### config.mk
export PLATFORM = sky130hd
export DESIGN_NAME = burst_addr_seq
export DESIGN_NICKNAME = d
export VERILOG_FILES = /design/src/rtl/bseq_pkg.sv /design/src/rtl/bseq_start_reg.sv /design/src/rtl/bseq_beat_ctr.sv /design/src/rtl/bseq_offset_map.sv /design/src/rtl/burst_addr_seq.sv
export SDC_FILE = /design/constraint.sdc
export NUM_CORES = 1
export LEC_CHECK = 0
export BUFFER_PORTS_ARGS = -buffer_cell sky130_fd_sc_hd__buf_2
export CAP_MARGIN = 20
export CORE_MARGIN = 2
export CORE_UTILIZATION = 50
export DETAILED_ROUTE_END_ITERATION = 10
export GPL_ROUTABILITY_DRIVEN = 0
export HOLD_SLACK_MARGIN = 0.15
export PLACE_DENSITY = 0.83
export SLEW_MARGIN = 5
export SYNTH_ARGS = -nofsm -noshare
export SYNTH_HDL_FRONTEND = slang
export SYNTH_SLANG_ARGS = --single-unit
### constraint.sdc
create_clock -name clk -period 2.6 [get_ports clk]
set_clock_uncertainty 0.15 [all_clocks]
set_input_delay 0.52 -clock clk [delete_from_list [all_inputs] [get_ports clk]]
set_output_delay 0.52 -clock clk [all_outputs]
set_load 0.005 [all_outputs]
### src/rtl/bseq_pkg.sv
package bseq_pkg;

   typedef enum logic {
      ORD_XOR  = 1'b0,
      ORD_WRAP = 1'b1
   } order_e;

   function automatic order_e to_order(input logic sel);
      return sel ? ORD_WRAP : ORD_XOR;
   endfunction

endpackage

### src/rtl/bseq_start_reg.sv
module bseq_start_reg #(
   parameter int AW = 18
) (
   input  logic          clk,
   input  logic          rst_n,
   input  logic          load,
   input  logic [AW-1:0] d,
   output logic [AW-1:0] q
);

   always_ff @(posedge clk) begin
      if (!rst_n) begin
         q <= '0;
      end else if (load) begin
         q <= d;
      end
   end

endmodule

### src/rtl/bseq_beat_ctr.sv
module bseq_beat_ctr #(
   parameter int BW = 2
) (
   input  logic          clk,
   input  logic          rst_n,
   input  logic          load,
   input  logic          step,
   output logic [BW-1:0] cnt,
   output logic          last
);

   localparam logic [BW-1:0] CNT_MAX = {BW{1'b1}};
   localparam logic [BW-1:0] CNT_ONE = {{(BW-1){1'b0}}, 1'b1};

   always_ff @(posedge clk) begin
      if (!rst_n) begin
         cnt <= '0;
      end else if (load) begin
         cnt <= '0;
      end else if (step) begin
         cnt <= cnt + CNT_ONE;
      end
   end

   assign last = (cnt == CNT_MAX);

endmodule

### src/rtl/bseq_offset_map.sv
module bseq_offset_map
   import bseq_pkg::*;
#(
   parameter int BW = 2
) (
   input  logic [BW-1:0] start,
   input  logic [BW-1:0] cnt,
   input  order_e        order,
   output logic [BW-1:0] off
);

   logic [BW:0]   carry;
   logic [BW-1:0] sum_bits;
   logic [BW-1:0] xor_bits;

   assign carry[0] = 1'b0;

   for (genvar i = 0; i < BW; i++) begin : g_bit
      assign xor_bits[i]  = start[i] ^ cnt[i];
      assign sum_bits[i]  = xor_bits[i] ^ carry[i];
      assign carry[i+1]   = (start[i] & cnt[i]) | (carry[i] & xor_bits[i]);
      assign off[i]       = (order == ORD_WRAP) ? sum_bits[i] : xor_bits[i];
   end

   logic unused_carry;
   assign unused_carry = carry[BW];

endmodule

### src/rtl/burst_addr_seq.sv
module burst_addr_seq
   import bseq_pkg::*;
#(
   parameter int AW = 18,
   parameter int BW = 2
) (
   input  logic          clk,
   input  logic          rst_n,
   input  logic          strb_a_n,
   input  logic          strb_b_n,
   input  logic          adv_n,
   input  logic          order_lin,
   input  logic [AW-1:0] addr_in,
   output logic [AW-1:0] addr_out,
   output logic [BW-1:0] beat,
   output logic          beat_last
);

   localparam int UW = AW - BW;

   if (BW < 1) begin : g_bad_bw
      $error("burst_addr_seq: BW must be at least 1");
   end
   if (AW <= BW) begin : g_bad_aw
      $error("burst_addr_seq: AW must exceed BW");
   end

   logic          load;
   logic          step;
   logic [AW-1:0] start_q;
   logic [BW-1:0] low_off;

   assign load = !strb_a_n || !strb_b_n;
   assign step = !adv_n && !load;

   bseq_start_reg #(.AW(AW)) u_start (
      .clk   (clk),
      .rst_n (rst_n),
      .load  (load),
      .d     (addr_in),
      .q     (start_q)
   );

   bseq_beat_ctr #(.BW(BW)) u_ctr (
      .clk   (clk),
      .rst_n (rst_n),
      .load  (load),
      .step  (step),
      .cnt   (beat),
      .last  (beat_last)
   );

   bseq_offset_map #(.BW(BW)) u_map (
      .start (start_q[BW-1:0]),
      .cnt   (beat),
      .order (to_order(order_lin)),
      .off   (low_off)
   );

   assign addr_out = {start_q[AW-1 -: UW], low_off};

endmodule

# Word-level counts from Yosys, hierarchy flattened
# Index checks and enable logic that the tools add are counted.
word_totals:
  register_bits: 20
  in_bits: 24
  output_inout_bits: 21
  wordCells: 18
classes:
  add_sub_neg: 1
  eq_ne: 1
  n_mux: 2
  bitwise: 5
  n_reduce_logical: 7
op_table:
  columns: ["op", "n"]
  rows:
  - ["$logic_not 1->1", 4]
  - ["$xor 1x1->1", 3]
  - ["$add 2x1->2 const B", 1]
  - ["$eq 2x2->1 const B", 1]
  - ["$mux 1", 2]
  - ["$reduce_or 2->1", 1]
  - ["$and 1x1->1", 1]
  - ["$logic_and 1x1->1", 1]
  - ["$logic_or 1x1->1", 1]
  - ["$not 1->1", 1]

# Depth between registers and ports, before layout
logic_depth:
  ltp_word: 4
  depth_mapped: 4
  ltp_nobuf: 3

# Modules after synthesis
# From an unflattened synthesis, not the netlist that was laid out.
hier_totals:
  cells_unflattened: 71
  hier_area_um2: 819.5
modules_own_cells:
  columns: ["module", "instances", "cells_each", "area_per_inst_um2", "seq_area_each_um2"]
  rows:
  - ["bseq_start_reg", 1, 57, 688.2, 360.3]
  - ["bseq_beat_ctr", 1, 8, 85.1, 40.0]
  - ["bseq_offset_map", 1, 4, 33.8, 0.0]
  - ["burst_addr_seq", 1, 2, 12.5, 0.0]

# Least setup slack after synthesis
# No wires, ideal clock.
synth_path:
  path_type: "register to output"
  from: "register u_ctr.cnt[0]"
  to: "output port addr_out[1]"
  t_arrival_ns: 0.741
  t_required_ns: 1.930
  setup_slack_ns: 1.189
  path_stages_with_launch: 4
  path_buffers: 0
  path_cell_list: "dfxtp_1 ha_1 nand2_1 xnor2_1"
synth_via:
  elab_chain_len: 3
synth_rtl:
  columns: ["element", "line", "rtl"]
  rows:
  - ["start: declaration", "bseq_beat_ctr.sv:8", "output logic [BW-1:0] cnt,"]
  - ["start signal: assignment", "bseq_beat_ctr.sv:21", "cnt <= cnt + CNT_ONE;"]
  - ["$and 1x1->1", "bseq_offset_map.sv:21", "assign carry[i+1] = (start[i] & cnt[i]) | (carry[i] & xor_bits[i]);"]
  - ["$xor 1x1->1", "bseq_offset_map.sv:20", "assign sum_bits[i] = xor_bits[i] ^ carry[i];"]
  - ["$mux 1", "bseq_offset_map.sv:22", "assign off[i] = (order == ORD_WRAP) ? sum_bits[i] : xor_bits[i];"]
  - ["end: declaration", "burst_addr_seq.sv:14", "output logic [AW-1:0] addr_out,"]
# Every way passes these cells.

# Worst setup path in the final report
# Ends and elaborated chain as after synthesis.

==> results.sh <==
export IMPL_outcome="complete, no violations"
export IMPL_vias_per_cell=5.08
export IMPL_routed_wl_um=1940
export IMPL_wl_per_cell_um=12.1
export IMPL_max_slew_margin=0.553
export IMPL_arrival_ns=1.20
export IMPL_drc=0
export IMPL_p_comb_frac=0.167
export IMPL_antenna_found_initial=0
export IMPL_swShare=0.245
export IMPL_hold_buffers=0
export IMPL_ys_warn_count=0
export IMPL_max_stage_delay_ns=0.42
export IMPL_final_cell_area_mm2=0.00117
export IMPL_synth_top_area_frac=0.367
export IMPL_layout_common_cells="buf_2 (44), dfxtp_1 (20), nand3_1 (19)"
export IMPL_grt_pass1_wl_um=3180
export IMPL_rows=16
export IMPL_synth_area_mm2=0.00109
export IMPL_ios=45
export IMPL_maxCapViolCount=0
export IMPL_fp_dieH_um=50.7
export IMPL_path_class="reg -> out"
export IMPL_root_buffer="clkbuf_4"
export IMPL_clock_fmax_ghz=0.536
export IMPL_synth_xor_area_frac=0.0241
export IMPL_fin_crit_sh=0.718
export IMPL_p_leak_nw=0.582
export IMPL_finalSetupViolations=0
export IMPL_syn_inst=110
export IMPL_yosysSeqAreaShare=0.367
export IMPL_yosysTopAreaCell="dfxtp_1"
export IMPL_synth_simple_area_share=0.0976
export IMPL_first_pass_iters=4
export IMPL_cp_required_ns=1.93
export IMPL_period_needed_ns=1.87
export IMPL_crit_path_end_kind="output port"
export IMPL_dp_slack_ns=0.898
export IMPL_cts_setup_buffers=0
export IMPL_syn_area_per_cell_um2=9.91
export IMPL_gr_usage_all_layers=0.165
export IMPL_p_total_mw=0.612
export IMPL_path_clk_slew_ns=0.11
export IMPL_power_density_mw_per_mm2=521
export IMPL_p_switching_mw=0.150
export IMPL_synth_compound_area_share=0.286
export IMPL_cts_inserted_buffers=3
export IMPL_critPathLaunchType="flop"
export IMPL_cts_sinks=20
export IMPL_die_area_mm2=0.00257
export IMPL_drt_initial_drc_count=9
export IMPL_die_w_um=50.7
export IMPL_peakVddDrop_mv=0.345
export IMPL_p_int_mw=0.462
export IMPL_final_layout_size_suffix_gt1_frac=0.496
export IMPL_final_antenna_net_count=0
export IMPL_overflow=0
export IMPL_cts_resized=0
export IMPL_cts_buffer_depth=2
export IMPL_final_setup_worst_slack_ns=0.734
export IMPL_clk_latency_ns=0.29
export IMPL_pwr_share_seq=0.544
export IMPL_cts_htree_levels=1
export IMPL_finalHoldViolCount=0
export IMPL_r2r_slack_ns=1.50
export IMPL_synth_top_family_by_area="compound AO/OA/AOI/OAI gates"
export IMPL_grt_pass1_vias=738
export IMPL_worstMarginPinSlew_ns=0.667
export IMPL_synth_cell_types=15
export IMPL_synth_fa_ha_area_frac=0.0230
export IMPL_tns_ns=0
export IMPL_synthesis_nets=136
export IMPL_rsz0062_at_grt="false"
export IMPL_initial_core_util=0.544
export IMPL_synth_seq_cells=20
export IMPL_cp_slowest_cell="dfxtp_1"
export IMPL_vias=812
export IMPL_synth_area_top_cells="dfxtp_1 (37%), buf_4 (14%), a21bo_1 (10%)"
export IMPL_crit_fanout=4
export IMPL_min_path_type="reg -> reg"
export IMPL_cts_tree="built"
export IMPL_final_nets=160
export IMPL_layout_commonest_cell="buf_2"
export IMPL_place_area_mm2=0.00114
export IMPL_drv_slew=0
export IMPL_core_area_mm2=0.00200
export IMPL_clkPwrFrac=0.289
export IMPL_cp_cell_sequence="ha_1 -> nand2_1 -> xnor2_1 -> buf_2"
export IMPL_synthMuxAreaShare=0.00918
export IMPL_antennaDiodeCount=0
export IMPL_grt_max_degree=38
export IMPL_num_fill_cells=189
export IMPL_syn_to_final_growth_pct=7.69
export IMPL_dpl_hpwl_um=1300
export IMPL_io_buffers=44
## path summary, 6_finish.rpt
path / from / to / cells past startpoint
worst min-delay path: u_start.q[12]$_SDFFE_PN0P_ / u_start.q[12]$_SDFFE_PN0P_ / 2
worst max register to register: u_ctr.cnt[0]$_SDFFE_PP0P_ / u_ctr.cnt[1]$_SDFFE_PP0P_ / 3
worst min register to register: u_start.q[12]$_SDFFE_PN0P_ / u_start.q[12]$_SDFFE_PN0P_ / 2
worst max-delay path: u_ctr.cnt[0]$_SDFFE_PP0P_ / addr_out[1] / 4
## registers in the layout, indices dropped and copies added, names as in the netlist
name       count
u_ctr.cnt      2
u_start.q     18
## cell type report
class	count	area, um2	share of cell area
multi-input combinational	64	479	0.408
sequential	20	400	0.341
timing repair buffer	44	220	0.188
clock buffer	4	36.3	0.0309
tap	27	33.8	0.0288
inverter	1	3.75	0.00320
## Yosys cell counts
master / number
xor2_1: 2
a21bo_2: 7
ha_1: 2
dfxtp_1: 20
mux2i_1: 1
clkinv_1: 1
a21bo_1: 11
nor2_1: 2
xnor2_1: 1
buf_6: 5
nand2_1: 1
a21oi_1: 7
a21oi_2: 11
buf_4: 20
nand3_1: 19
## power groups by stage
| stage | clock (mW) | combinational, mW | sequential [mW] |
|---|---|---|---|
| global placement | 0 | 0.0988 | 0.339 |
| CTS | 0.182 | 0.103 | 0.333 |
| finish | 0.177 | 0.102 | 0.333 |
| floorplan | 0 | 0.0931 | 0.338 |
| detailed placement | 0 | 0.102 | 0.340 |
| global route | 0.197 | 0.113 | 0.335 |
## kinds of logic after synthesis
family | Yosys count
multiplexers | 1
AND/OR/NAND/NOR | 22
buffers and inverters | 26
AO/OA/AOI/OAI | 36
XOR/XNOR | 3
flip-flops | 20
adder cells (fa/ha/maj) | 2
## metrics by stage
step / hold slack (ns) / util / cells
2_1_floorplan: 0.294 / - / 110
3_3_place_gp: 0.300 / 0.568 / 156
3_5_place_dp: 0.310 / 0.568 / 156
4_1_cts: 0.325 / 0.586 / 160
5_1_grt: 0.338 / 0.586 / 160
6_report: 0.322 / 0.586 / 160
## layer usage
layer,global-route usage,wire (um),vias to the layer above
li1,-,-,410
met1,0.192,852,371
met2,0.283,950,31
met3,0.0625,138,0
met4,0.0405,0,0
met5,0,0,-
## worst max-delay path: cells and delay by family (launching register included)
family	cells	cell delay, ns
XOR/XNOR	1	0.12
adder cells (fa/ha/maj)	1	0.17
buffers and inverters	1	0.13
flip-flops	1	0.42
AND/OR/NAND/NOR	1	0.06
Note: power is estimated with default switching activity, not from simulation.
